### config.mk
export PLATFORM = sky130hd
export DESIGN_NAME = hdlc_tx_halt_ctrl
export DESIGN_NICKNAME = d
export VERILOG_FILES = /design/src/rtl/hdlc_halt_pkg.sv /design/src/rtl/halt_fsm.sv /design/src/rtl/halt_tx_stage.sv /design/src/rtl/halt_event.sv /design/src/rtl/hdlc_tx_halt_ctrl.sv
export SDC_FILE = /design/constraint.sdc
export NUM_CORES = 1
export LEC_CHECK = 0
export BUFFER_PORTS_ARGS = -buffer_cell sky130_fd_sc_hd__buf_2
export CAP_MARGIN = 20
export CORE_MARGIN = 2
export CORE_UTILIZATION = 40
export CTS_CLUSTER_SIZE = 12
export DETAILED_ROUTE_END_ITERATION = 16
export GPL_TIMING_DRIVEN = 0
export PLACE_DENSITY = 0.71
export SYNTH_ARGS = -nofsm -noshare
export SYNTH_HDL_FRONTEND = slang
export SYNTH_HIERARCHICAL = 1
export SYNTH_SLANG_ARGS = --single-unit
### constraint.sdc
create_clock -name clk -period 1.9 [get_ports clk]
set_clock_uncertainty 0.05 [all_clocks]
set_input_delay 0.285 -clock clk [delete_from_list [all_inputs] [get_ports clk]]
set_output_delay 0.285 -clock clk [all_outputs]
set_load 0.02 [all_outputs]
### src/rtl/hdlc_halt_pkg.sv
package hdlc_halt_pkg;

   typedef enum logic [1:0] {
      OP_NONE   = 2'b00,
      OP_STOP   = 2'b01,
      OP_GRACE  = 2'b10,
      OP_RESUME = 2'b11
   } halt_op_e;

   typedef enum logic [1:0] {
      ST_RUN   = 2'b00,
      ST_GPEND = 2'b01,
      ST_HALT  = 2'b10
   } halt_st_e;

   localparam logic [7:0] IDLE_BYTE = 8'hFF;
   localparam logic [7:0] FLAG_BYTE = 8'h7E;

endpackage

### src/rtl/halt_fsm.sv
module halt_fsm
   import hdlc_halt_pkg::*;
(
   input  logic       clk,
   input  logic       rst_n,
   input  logic       cmd_valid,
   input  logic [1:0] cmd_op,
   input  logic       src_valid,
   input  logic       src_sof,
   input  logic       src_eof,
   output logic       src_ready,
   output logic       fwd,
   output logic       abort_now,
   output logic       grace_done,
   output logic       halt_next
);

   halt_st_e st_q, st_d;
   logic     in_frame_q, in_frame_d;
   logic     stop_cmd, grace_cmd, resume_cmd;
   logic     accept, frame_end;

   assign stop_cmd   = cmd_valid && (cmd_op == OP_STOP);
   assign grace_cmd  = cmd_valid && (cmd_op == OP_GRACE);
   assign resume_cmd = cmd_valid && (cmd_op == OP_RESUME);

   assign src_ready = ((st_q == ST_RUN) || ((st_q == ST_GPEND) && in_frame_q)) && !stop_cmd;
   assign accept    = src_valid && src_ready;
   assign fwd       = accept && (in_frame_q || src_sof);
   assign frame_end = fwd && src_eof;
   assign abort_now = stop_cmd && in_frame_q;

   always_comb begin
      st_d       = st_q;
      grace_done = 1'b0;
      unique case (st_q)
         ST_RUN: begin
            if (stop_cmd)       st_d = ST_HALT;
            else if (grace_cmd) st_d = ST_GPEND;
         end
         ST_GPEND: begin
            if (stop_cmd)        st_d = ST_HALT;
            else if (resume_cmd) st_d = ST_RUN;
            else if (frame_end || !in_frame_q) begin
               st_d       = ST_HALT;
               grace_done = 1'b1;
            end
         end
         ST_HALT: begin
            if (resume_cmd) st_d = ST_RUN;
         end
         default: st_d = ST_RUN;
      endcase
   end

   assign halt_next = (st_d == ST_HALT);

   always_comb begin
      in_frame_d = in_frame_q;
      if (stop_cmd)  in_frame_d = 1'b0;
      else if (fwd)  in_frame_d = !src_eof;
   end

   always_ff @(posedge clk or negedge rst_n) begin
      if (!rst_n) begin
         st_q       <= ST_RUN;
         in_frame_q <= 1'b0;
      end else begin
         st_q       <= st_d;
         in_frame_q <= in_frame_d;
      end
   end

   assert_stop_halts_R2: assert property (@(posedge clk) disable iff (!rst_n)
      stop_cmd |=> (st_q == ST_HALT));

   assert_no_accept_halted_R3: assert property (@(posedge clk) disable iff (!rst_n)
      (st_q == ST_HALT) |-> !src_ready);

   assert_pending_no_new_frame_R6: assert property (@(posedge clk) disable iff (!rst_n)
      ((st_q == ST_GPEND) && !in_frame_q) |-> !src_ready);

   assert_restart_ignored_R10: assert property (@(posedge clk) disable iff (!rst_n)
      ((st_q == ST_RUN) && resume_cmd) |=> (st_q == ST_RUN));

   assert_stop_no_event_R9: assert property (@(posedge clk) disable iff (!rst_n)
      stop_cmd |-> !grace_done);

endmodule

### src/rtl/halt_tx_stage.sv
module halt_tx_stage
   import hdlc_halt_pkg::*;
#(
   parameter int DATA_W = 8
) (
   input  logic              clk,
   input  logic              rst_n,
   input  logic              fwd,
   input  logic              abort_now,
   input  logic              halt_next,
   input  logic              flag_fill,
   input  logic [DATA_W-1:0] din,
   input  logic              dsof,
   input  logic              deof,
   output logic              tx_valid,
   output logic [DATA_W-1:0] tx_data,
   output logic              tx_sof,
   output logic              tx_eof,
   output logic              tx_abort,
   output logic              tx_fill
);

   localparam int LANES = DATA_W / 8;

   logic [DATA_W-1:0] idle_pat, flag_pat;

   if ((DATA_W % 8) != 0 || DATA_W == 0) begin : g_bad_width
      $error("halt_tx_stage: DATA_W must be a nonzero multiple of 8");
   end

   for (genvar g = 0; g < LANES; g++) begin : g_lane
      assign idle_pat[g*8 +: 8] = IDLE_BYTE;
      assign flag_pat[g*8 +: 8] = FLAG_BYTE;
   end

   always_ff @(posedge clk or negedge rst_n) begin
      if (!rst_n) begin
         tx_valid <= 1'b0;
         tx_data  <= '0;
         tx_sof   <= 1'b0;
         tx_eof   <= 1'b0;
         tx_abort <= 1'b0;
         tx_fill  <= 1'b0;
      end else begin
         tx_valid <= 1'b0;
         tx_data  <= '0;
         tx_sof   <= 1'b0;
         tx_eof   <= 1'b0;
         tx_abort <= 1'b0;
         tx_fill  <= 1'b0;
         if (fwd) begin
            tx_valid <= 1'b1;
            tx_data  <= din;
            tx_sof   <= dsof;
            tx_eof   <= deof;
         end else if (abort_now) begin
            tx_abort <= 1'b1;
         end else if (halt_next) begin
            tx_fill <= 1'b1;
            tx_data <= flag_fill ? flag_pat : idle_pat;
         end
      end
   end

   assert_out_exclusive_R3: assert property (@(posedge clk) disable iff (!rst_n)
      $onehot0({tx_valid, tx_abort, tx_fill}));

   assert_abort_single_R2: assert property (@(posedge clk) disable iff (!rst_n)
      tx_abort |=> !tx_abort);

endmodule

### src/rtl/halt_event.sv
module halt_event (
   input  logic clk,
   input  logic rst_n,
   input  logic set,
   input  logic clr,
   input  logic mask,
   output logic evt,
   output logic irq
);

   logic evt_q;

   always_ff @(posedge clk or negedge rst_n) begin
      if (!rst_n)     evt_q <= 1'b0;
      else if (set)   evt_q <= 1'b1;
      else if (clr)   evt_q <= 1'b0;
   end

   assign evt = evt_q;
   assign irq = evt_q & mask;

   assert_event_set_R7: assert property (@(posedge clk) disable iff (!rst_n)
      set |=> evt_q);

   assert_event_clear_R8: assert property (@(posedge clk) disable iff (!rst_n)
      (clr && !set) |=> !evt_q);

endmodule

### src/rtl/hdlc_tx_halt_ctrl.sv
module hdlc_tx_halt_ctrl
   import hdlc_halt_pkg::*;
#(
   parameter int DATA_W = 8
) (
   input  logic              clk,
   input  logic              rst_n,
   input  logic              cmd_valid,
   input  logic [1:0]        cmd_op,
   input  logic              cfg_fill_flags,
   input  logic              src_valid,
   input  logic [DATA_W-1:0] src_data,
   input  logic              src_sof,
   input  logic              src_eof,
   output logic              src_ready,
   output logic              tx_valid,
   output logic [DATA_W-1:0] tx_data,
   output logic              tx_sof,
   output logic              tx_eof,
   output logic              tx_abort,
   output logic              tx_fill,
   input  logic              evt_clr,
   input  logic              irq_mask,
   output logic              evt_grace,
   output logic              irq
);

   logic fwd, abort_now, grace_done, halt_next;

   halt_fsm u_fsm (
      .clk        (clk),
      .rst_n      (rst_n),
      .cmd_valid  (cmd_valid),
      .cmd_op     (cmd_op),
      .src_valid  (src_valid),
      .src_sof    (src_sof),
      .src_eof    (src_eof),
      .src_ready  (src_ready),
      .fwd        (fwd),
      .abort_now  (abort_now),
      .grace_done (grace_done),
      .halt_next  (halt_next)
   );

   halt_tx_stage #(.DATA_W(DATA_W)) u_stage (
      .clk       (clk),
      .rst_n     (rst_n),
      .fwd       (fwd),
      .abort_now (abort_now),
      .halt_next (halt_next),
      .flag_fill (cfg_fill_flags),
      .din       (src_data),
      .dsof      (src_sof),
      .deof      (src_eof),
      .tx_valid  (tx_valid),
      .tx_data   (tx_data),
      .tx_sof    (tx_sof),
      .tx_eof    (tx_eof),
      .tx_abort  (tx_abort),
      .tx_fill   (tx_fill)
   );

   halt_event u_evt (
      .clk   (clk),
      .rst_n (rst_n),
      .set   (grace_done),
      .clr   (evt_clr),
      .mask  (irq_mask),
      .evt   (evt_grace),
      .irq   (irq)
   );

   assert_abort_follows_stop_R2: assert property (@(posedge clk) disable iff (!rst_n)
      abort_now |=> (tx_abort && !tx_valid));

   assert_forward_visible_R1: assert property (@(posedge clk) disable iff (!rst_n)
      fwd |=> tx_valid);

endmodule

==> impl_results.md <==
* Maximum number of pins on one net before global-route repair at 18
* Area post-placement at between 900 and 1000 um2
* Drt first pass iters at 4
* Setup repair after global routing missed its margin: false
* Fraction of final layout cells with drive strength greater than 1 at between 40% and 50%
* Area of the core region at 1710 um2
* Count of antenna-violating nets left after detailed routing at 0
* Diodes inserted at 0
* Total global routing track utilization at 12.9%
* Critical path endpoint category: register
* Proportion of power drawn by combinational gates at between 20% and 30%
* Flops & latches, synth at 17
* Max-capacitance violation count at 0
* Post-Route Hold Slack at approximately 0.14 ns
* Setup Total Neg Slack at 0 ns
* Initial cell density of the core at 41.8%
* Relative contribution of the clock network to total power at approximately a fifth
* Highest net fanout along the worst path at 9
* Sink count of the clock tree at 17
* Post-synthesis net count at between 80 and 90
* Setup violation total in the final timing report at 0
* Count of instances resized after the clock tree is built at 0
* Antenna violations before repair at 0
* Cell Int Power at slightly above 600 uW
* Post-route DRC at 0
* Violation count after the first detailed-routing iteration at 9
* Global route overflow at 0
* Post-synthesis cell area at 714 um2
* Clk buf depth at 2
* Setup CP Type: register to register
* Switching power at 297 uW
* Maximum clock rate at 595 MHz
* Area of combinational cells with multiple inputs at roughly 260 um2
* Worst-skew pair later-pin latency at ~0.27 ns
* Post-route non-filler standard cell count at 131
* Mean cell area of the mapped netlist at approximately 11 um2
* Total non-filler cell area in the finished layout at 953 um2
* Count of vias placed by the detailed router at 572
* Horizontal die dimension at between 40 and 50 um
* Final Hold Vio Count at 0
* Switching share of power at approximately a third
* Share of the clock period used by the worst path at 88.4%
* Result of the run: complete, no violations
* Synth cell types at 23
* Global-route wire length before repair at between 1500 and 2000 um
* Buffer cell driving the clock tree root: clkbuf_4
* Sequential Area at between 400 and 500 um2
* Total Die Area at roughly 2100 um2
* Leakage power at about 0.52 nW
* Mean routed wirelength per cell at 9.85 um
* Net count of the finished layout at 126
* Final weighted congestion in routability-driven placement at approximately 0.86
* Height of the chip at ~46 um
* Count of buffers from port buffering at 34
* Sequential cell area fraction in the yosys report at 59.5%
* Relative area change from synthesis to final layout at 33.5%
* Rel. slew slack at 76.3%
* Half-perimeter wire length of the detailed placement result at between 1000 and 1500 um
* Worst Path Arrival at approximately 1.9 ns
* Count of synthesis-stage warnings from yosys at 6
* Via count of the first global-routing pass at 477
* TritonCTS buffer count at 3
* Kind of path behind the tightest hold check: primary input to register
* Final Max Slew Viols at 0
* IR Drop Worst-Case VDD at about 0.53 mV
* IO Pins at 35
* Critical path data required time at slightly above 2 ns
* Kind of launch point of the worst setup path: register
* Pin slew with the least headroom to its limit at 0.355 ns
* CTS HTree Levels at 1
* Mapped Cells at 67
* Row count at 15
* Inst Count DP at roughly 130
* Via-per-instance ratio at ~4.4
* Sequential share of power at about half
* Final worst path period need at 1.68 ns
* Clock input transition at the sequential cells of the worst setup and hold paths at roughly 0.10 ns
* Power per cell area at ~950 nW/um2
* TritonCTS clock tree: built
* Total routed wirelength at between 1000 and 1500 um
* Filler Cells Inserted at between 150 and 200
==> per-stage QoR <==
step | utilization, % | total power, mW | worst slack [ns]
floorplan | - | 0.625 | 0.369
global placement | 53.6 | 0.721 | 0.226
detailed placement | 53.6 | 0.727 | 0.186
CTS | 55.8 | 0.913 | 0.210
global route | 55.8 | 0.954 | 0.0462
finish | 55.8 | 0.901 | 0.220
==> flip-flops by register name (all words and copies together) (netlist names) <==
name and cells:
u_evt/evt 1, u_fsm/in_frame_q 1, u_fsm/st_q 2, u_stage/tx_abort 1, u_stage/tx_data 8, u_stage/tx_eof 1
u_stage/tx_fill 1, u_stage/tx_sof 1, u_stage/tx_valid 1
==> worst max-delay path: stages, from the launching register on <==
cell and delay (ns):
dfrtp_1 0.43, nor2b_2 0.18, nor2_1 0.07, and4bb_1 0.24, or3b_1 0.40, buf_6 0.15, o21ai_2 0.10
==> power groups by stage <==
| stage | logic [mW] | clock network [mW] | registers, mW |
|---|---|---|---|
| after detailed placement | 0.272 | 0 | 0.455 |
| after CTS | 0.274 | 0.191 | 0.448 |
| final | 0.270 | 0.184 | 0.447 |
| after floorplan | 0.103 | 0 | 0.522 |
| after global placement | 0.268 | 0 | 0.453 |
| after global routing | 0.297 | 0.205 | 0.453 |
==> cells in the mapped netlist, drive strengths merged <==
master	count	share of area (%)
dfrtp	17	60
nand2	17	8.9
and2	4	3.5
inv	4	2.1
nor2	4	2.5
a21oi	3	2.1
o21ai	3	3.2
a41oi	2	2.5
and4bb	2	3.5
nor2b	2	2.1
a21bo	1	1.4
a21o	1	1.1
a311oi	1	2.1
and3	1	0.88
buf	1	1.6
clkbuf	1	0.52
nand3	1	0.70
nor3	1	0.70
or3b	1	1.2
==> layout by cell type, fill, tap and decap left out, types with 2 or more instances in the layout <==
cell / n
clkbuf_4: 3
and2_1: 4
nand2_1: 17
a21oi_1: 3
buf_2: 34
dfrtp_1: 17
and4bb_1: 2
inv_1: 3
a41oi_1: 2
nor2_1: 3
o21ai_2: 2
==> layout make-up <==
cell class | count | share of cell area [%]
sequential | 17 | 44.6
multi-input combinational | 44 | 27.2
timing repair buffer | 35 | 18.9
tap | 25 | 3.28
clock buffer | 3 | 2.36
buffer | 2 | 1.57
inverter | 4 | 1.57
clock inverter | 1 | 0.525
==> final timing paths <==
path	endpoint	slack (ns)	cells after the start	start
min in group asynchronous	u_stage/tx_data[3]$_DFF_PN0_	0.39	2	rst_n
setup / recovery	u_stage/tx_data[7]$_DFF_PN0_	0.22	6	u_fsm/st_q[0]$_DFF_PN0_
hold / removal	u_stage/tx_data[3]$_DFF_PN0_	0.14	3	src_data[3]
hold reg to reg	u_evt/evt$_DFFE_PN0P_	0.45	1	u_evt/evt$_DFFE_PN0P_
max in group asynchronous	u_fsm/in_frame_q$_DFFE_PN0P_	1.15	2	rst_n
setup reg to reg	u_stage/tx_data[7]$_DFF_PN0_	0.22	6	u_fsm/st_q[0]$_DFF_PN0_
==> per-layer routing <==
layer	global-route usage, %	up-vias	wire (um)
met5	0	-	0
met2	20.0	15	662
li1	-	298	-
met4	10.3	0	27
met3	1.18	2	49
met1	16.1	257	550
==> timing repair <==
item	in CTS	in global routing
hold endpoints to repair	17	0
hold buffers	1	0
buffers inserted	0	0
==> cells by family (layout without fill, tap and decap cells) <==
family | count (synthesis) | count (layout) | share of synthesized area, %
and+or+nand+nor | 33 | 33 | 24.0
DFF | 17 | 17 | 59.5
AOI/OAI and AO/OA | 11 | 11 | 12.3
buffers and inverters | 6 | 45 | 4.20
(Power assumes the default switching activity.)
